[src/rtl/wdt_pkg.sv]
package wdt_pkg;
  localparam logic [7:0] KEY_ARM  = 8'h1E;
  localparam logic [7:0] KEY_FIRE = 8'hE1;
  localparam int SEL_W   = 3;
  localparam int CLR_BIT = 3;
  localparam logic [SEL_W-1:0] SEL_RESET = '1;

  typedef struct packed {
    logic restart;
    logic tick;
  } dpStrobe_t;
endpackage

[src/rtl/wdt_datapath.sv]
module wdt_datapath
  import wdt_pkg::*;
#(
  parameter int BASE_TICKS = 1000,
  parameter int CNT_W      = 18
) (
  input  logic             clk,
  input  logic             rstN,
  input  dpStrobe_t        strobe,
  input  logic [SEL_W-1:0] sel,
  output logic             hit
);
  logic [CNT_W-1:0] count;
  logic [CNT_W-1:0] limitM1;

  always_comb begin
    limitM1 = (CNT_W'(BASE_TICKS) << sel) - CNT_W'(1);
    hit     = strobe.tick && !strobe.restart && (count >= limitM1);
  end

  always_ff @(posedge clk or negedge rstN) begin
    if (!rstN) begin
      count <= '0;
    end else if (strobe.restart || hit) begin
      count <= '0;
    end else if (strobe.tick) begin
      count <= count + CNT_W'(1);
    end
  end


  idle_hold_chk: assert property (@(posedge clk) disable iff (!rstN)
    (!strobe.tick && !strobe.restart) |=> $stable(count));
endmodule

[src/rtl/wdt_ctrl.sv]
module wdt_ctrl
  import wdt_pkg::*;
#(
  parameter int PULSE_CYCLES = 125,
  localparam int PW = $clog2(PULSE_CYCLES + 1)
) (
  input  logic             clk,
  input  logic             rstN,
  input  logic             wdEnable,
  input  logic             tickEn,
  input  logic             wrEn,
  input  logic             wrSel,
  input  logic [7:0]       wrData,
  input  logic             hit,
  output dpStrobe_t        strobe,
  output logic [SEL_W-1:0] sel,
  output logic             wdReset,
  output logic             irq
);
  logic          armed;
  logic          locked;
  logic [PW-1:0] pulseCnt;
  logic          feedWr, ctrlWr, validFeed, ctrlAccept;

  always_comb begin
    feedWr         = wrEn && !wrSel;
    ctrlWr         = wrEn && wrSel;
    validFeed      = feedWr && armed && (wrData == KEY_FIRE);
    ctrlAccept     = ctrlWr && (!wdEnable || !locked);
    strobe.restart = validFeed;
    strobe.tick    = tickEn;
    wdReset        = (pulseCnt != '0);
  end

  always_ff @(posedge clk or negedge rstN) begin
    if (!rstN) begin
      armed    <= 1'b0;
      locked   <= 1'b0;
      sel      <= SEL_RESET;
      irq      <= 1'b0;
      pulseCnt <= '0;
    end else begin
      if (feedWr) armed <= (wrData == KEY_ARM);
      if (ctrlWr && wdEnable) locked <= 1'b1;
      if (ctrlAccept) sel <= wrData[SEL_W-1:0];
      if (hit && !wdEnable) irq <= 1'b1;
      else if (ctrlAccept && wrData[CLR_BIT]) irq <= 1'b0;
      if (hit && wdEnable) pulseCnt <= PW'(PULSE_CYCLES);
      else if (pulseCnt != '0) pulseCnt <= pulseCnt - PW'(1);
    end
  end


  sel_lock_chk: assert property (@(posedge clk) disable iff (!rstN)
    (wdEnable && locked) |=> $stable(sel));

  timer_no_reset_chk: assert property (@(posedge clk) disable iff (!rstN)
    !wdEnable |-> !wdReset);

  wd_no_irq_chk: assert property (@(posedge clk) disable iff (!rstN)
    wdEnable |-> !irq);

  pulse_cause_chk: assert property (@(posedge clk) disable iff (!rstN)
    $rose(wdReset) |-> $past(hit));
endmodule

[src/rtl/wdt_keyed_feed.sv]
module wdt_keyed_feed
  import wdt_pkg::*;
#(
  parameter int BASE_TICKS   = 1000,
  parameter int PULSE_CYCLES = 125,
  localparam int CNT_W = $clog2(BASE_TICKS * 128) + 1
) (
  input  logic       clk,
  input  logic       rstN,
  input  logic       wdEnable,
  input  logic       tickEn,
  input  logic       wrEn,
  input  logic       wrSel,
  input  logic [7:0] wrData,
  output logic       wdReset,
  output logic       irq
);
  dpStrobe_t        strobe;
  logic [SEL_W-1:0] sel;
  logic             hit;

  wdt_ctrl #(.PULSE_CYCLES(PULSE_CYCLES)) u_ctrl (
    .clk(clk), .rstN(rstN), .wdEnable(wdEnable), .tickEn(tickEn),
    .wrEn(wrEn), .wrSel(wrSel), .wrData(wrData), .hit(hit),
    .strobe(strobe), .sel(sel), .wdReset(wdReset), .irq(irq)
  );

  wdt_datapath #(.BASE_TICKS(BASE_TICKS), .CNT_W(CNT_W)) u_dp (
    .clk(clk), .rstN(rstN), .strobe(strobe), .sel(sel), .hit(hit)
  );
endmodule

[config.mk]
export PLATFORM = sky130hd
export DESIGN_NAME = wdt_keyed_feed
export DESIGN_NICKNAME = d
export VERILOG_FILES = /design/src/rtl/wdt_pkg.sv /design/src/rtl/wdt_datapath.sv /design/src/rtl/wdt_ctrl.sv /design/src/rtl/wdt_keyed_feed.sv
export SDC_FILE = /design/constraint.sdc
export NUM_CORES = 1
export LEC_CHECK = 0
export CAP_MARGIN = 20
export CORE_ASPECT_RATIO = 0.5
export CORE_MARGIN = 2
export CORE_UTILIZATION = 55
export DETAILED_ROUTE_END_ITERATION = 7
export GPL_ROUTABILITY_DRIVEN = 0
export MAX_ROUTING_LAYER = met4
export PLACE_DENSITY = 0.76
export SYNTH_ARGS = -nofsm -noshare
export SYNTH_HDL_FRONTEND = slang
export SYNTH_SLANG_ARGS = --single-unit
[constraint.sdc]
create_clock -name clk -period 3.18 [get_ports clk]
set_input_delay 0.636 -clock clk [delete_from_list [all_inputs] [get_ports clk]]
set_output_delay 0.636 -clock clk [all_outputs]
set_load 0.005 [all_outputs]
==> run_results.csv <==
group,metric,value,unit
detailed_routing,avgViaCountPerCell,5.79,
worst_setup_path,critPathKind,"reg2out",
sta,finalCriticalPeriod,2.85,ns
worst_setup_path,max_stage_delay,0.45,ns
synthesis,synth_cell_types,50,
worst_setup_path,crit_slowest_cell,"clkdlybuf4s50_1",
power,internal-power,969,uW
synthesis,synth_top_area_share,32.6,%
synthesis,synth_compound_area_share,11.8,%
synthesis,ys_seq_elements,31,
synthesis,synth_cells,211,
sta,setup_tns,0,ns
status,outcome,"complete, no violations",
worst_setup_path,crit_buf_inv,3,
floorplan,num_rows,15,
place,dp_hpwl,3.14,mm
clocking,ctsRootBufferMaster,"clkbuf_8",
power,ir_drop,0.487,mV
synthesis,syn-num-nets,242,
detailed_routing,wirelength_met1,2.16,mm
power,p_sw,541,uW
clocking,postCtsSetupBuffers,0,
sta,tightestPinTransition,0.695,ns
clocking,clkTransAtPathRegs,0.07,ns
floorplan,start_util,60.0,%
finish,layout-drive-gt1-share,17.9,%
sta,fmax,350,MHz
synthesis,ys.flop_type,"dfrtp_1",
power,cellLeakagePower,0.00100,uW
detailed_routing,met2_wirelength,1.96,mm
sta,finalCritPeriodShare,89.7,%
detailed_routing,drc_errors,0,
clocking,cts_resized,0,
power,p_per_area,617,nW/um^2
synthesis,synthTopCellsByArea,"dfrtp_1, ha_1, xnor2_1, nor2_1, dfstp_2",
synthesis,synth-warning-count,0,
power,comb_power_share,33.3,%
floorplan,die_height,48.2,um
global_routing,overflow,0,
finish,multi_input_area,1310,um^2
finish,fin_util,68.3,%
synthesis,synth_xor_area_share,8.15,%
global_routing,grt_max_degree,32,
finish,areaGrowthSynthToFinish,13.9,%
floorplan,ioPinCount,16,
power,power_frac_clock,23.3,%
sta,rsz0062_at_grt,"no",
clocking,cts_max_path_buffers,2,
floorplan,core_region_area,3580,um^2
detailed_routing,firstDrtPassIters,4,
sta,setup_violations,0,
detailed_routing,postRouteAntennaNets,0,
synthesis,synth-edff-count,0,
worst_setup_path,arrival,2.22,ns
clocking,htreeDepth,2,
clocking,cts_buffers,5,
clocking,cts_hold_buf,0,
sta,hold_viol_final,0,
detailed_routing,wl,4.25,mm
power,switching_share,35.8,%
global_routing,grt_first_pass_wirelength,6.92,mm
job,maxCapViolations,0,
clocking,clock-sinks,31,
finish,nFillCells,284,
global_routing,grt_antenna_before_repair,0,
synthesis,synth_seq_area_share,36.3,%
worst_setup_path,crit_family,"simple AND/OR/NAND/NOR gates",
finish,regArea,779,um^2
synthesis,syn_area,2150,um^2
global_routing,grt_pass1_vias,1492,
detailed_routing,top_layer_used,"met4",
floorplan,die-area,4450,um^2
worst_setup_path,start_kind,"flip-flop",
finish,nets,259,
floorplan,dieWidth,92.4,um
min_path,min_path_type,"reg2reg",
place,port_buffers,15,
clocking,cts_tree,"done",
detailed_routing,first_iter_violations,46,
finish,n_antenna_cell,0,
synthesis,synthArstFlopShare,100,%
worst_setup_path,cp-end-kind,"output port",
synthesis,synth_top_family_by_area,"simple AND/OR/NAND/NOR gates",
worst_setup_path,crit_chain,"inv_1 > ha_1 > or3b_4 > nor4_4 > inv_2 > clkdlybuf4s50_1",
global_routing,grtUsageTotal,21.5,%
synthesis,synthSimpleGateAreaFrac,29.3,%
synthesis,syn_avg_cell_area,10.2,um^2
synthesis,synthMuxAreaShare,1.57,%
sta,maxSlewViolCount,0,
detailed_routing,wl_met3,116,um
synthesis,synth_fa_ha_area_share,9.90,%
worst_setup_path,worstPathRequired,2.54,ns
worst_setup_path,worstPathMaxFanout,5,
power,power_frac_seq,43.4,%
sta,slew_headroom,53.7,%
synthesis,synth_top_area_cell,"dfrtp_1",
sta,fin_skew,0.00449,ns
clocking,clk_latency,0.28,ns
detailed_routing,wl_per_cell,15.2,um
detailed_routing,vias,1620,
## power by group through the flow
stage / clock [uW] / sequential [uW] / combinational, uW
floorplan: 0 / 616 / 405
global placement: 0 / 655 / 481
detailed placement: 0 / 659 / 501
CTS: 359 / 653 / 504
global route: 379 / 671 / 568
finish: 352 / 655 / 502
## cells in the mapped netlist (all sizes together) (4+ instances only)
master  number
nor2b        5
ha          17
clkbuf       5
nor3        13
nand2       11
nor4         4
inv          5
a21oi        6
nor2        23
nand4        7
nand3       13
dfrtp       28
nor4b        5
xnor2       19
o21ai        7
a41o         6
## metrics by stage
stage | setup WS [ns] | cell area (um^2) | total power (uW) | hold slack [ns] | std cells
global placement | 0.451 | 2340 | 1140 | 0.458 | 272
floorplan | 0.688 | 2150 | 1020 | 0.340 | 211
detailed placement | 0.339 | 2340 | 1160 | 0.456 | 272
CTS | 0.316 | 2450 | 1520 | 0.471 | 280
global route | 0.219 | 2450 | 1620 | 0.494 | 280
finish | 0.327 | 2450 | 1510 | 0.468 | 280
## registers in the layout (all words and copies together), names as in the netlist
name and cells:
u_dp.count 18, u_ctrl.sel 3, u_ctrl.irq 1, u_ctrl.pulseCnt 7, u_ctrl.locked 1, u_ctrl.armed 1
## cells in the final DEF (no fill, tap or decap), drive strengths merged, types with 2 or more instances in the layout
| cell type | instances |
|---|---|
| and4 | 2 |
| clkbuf | 7 |
| nand4 | 7 |
| nor2 | 23 |
| a21o | 2 |
| dfstp | 3 |
| a41o | 6 |
| nor3b | 2 |
| dfrtp | 28 |
| ha | 17 |
| a21oi | 6 |
| buf | 3 |
| nor4b | 5 |
| and3 | 2 |
| nor2b | 5 |
| nor3 | 13 |
| inv | 5 |
| mux2 | 3 |
| xnor2 | 19 |
| nand3b | 3 |
| nand2 | 11 |
| nand3 | 13 |
| o21ai | 7 |
| nor4 | 4 |
| a41oi | 2 |
| clkdlybuf4s50 | 15 |
## final cells by class
class / count / area share (%)
Clock inverter: 1 / 0.307
Inverter: 5 / 0.767
Clock buffer: 7 / 3.94
Timing Repair Buffer: 18 / 7.06
Sequential cell: 31 / 31.9
Multi-Input combinational cell: 167 / 53.5
Tap cell: 51 / 2.61
## layer usage
| metal | global-route usage (%) | vias up |
|---|---|---|
| li1 | - | 808 |
| met1 | 26.7 | 789 |
| met2 | 35.3 | 19 |
| met3 | 6.80 | 4 |
| met4 | 5.67 | 0 |
| met5 | - | - |
## logic make-up after synthesis
group	Yosys count
AND/OR/NAND/NOR	95
AO/OA/AOI/OAI	31
flip-flops	31
XOR/XNOR	20
adder cells (fa/ha/maj)	17
buffers and inverters	13
multiplexers	3
other	1
## final timing paths
| path | startpoint | endpoint | slack [ns] | cells past startpoint |
|---|---|---|---|---|
| max reg2reg | u_ctrl.sel[1] | u_dp.count[15] | 0.49 | 8 |
| min reg2reg | u_ctrl.locked | u_ctrl.locked | 0.47 | 1 |
| min | u_ctrl.locked | u_ctrl.locked | 0.47 | 1 |
| min in group asynchronous | rstN | u_dp.count[8] | 0.75 | 2 |
| max | u_ctrl.pulseCnt[0] | wdReset | 0.33 | 6 |
| max in group asynchronous | rstN | u_ctrl.sel[1] | 2.11 | 2 |
No activity file was read; power rests on OpenSTA's default activity.
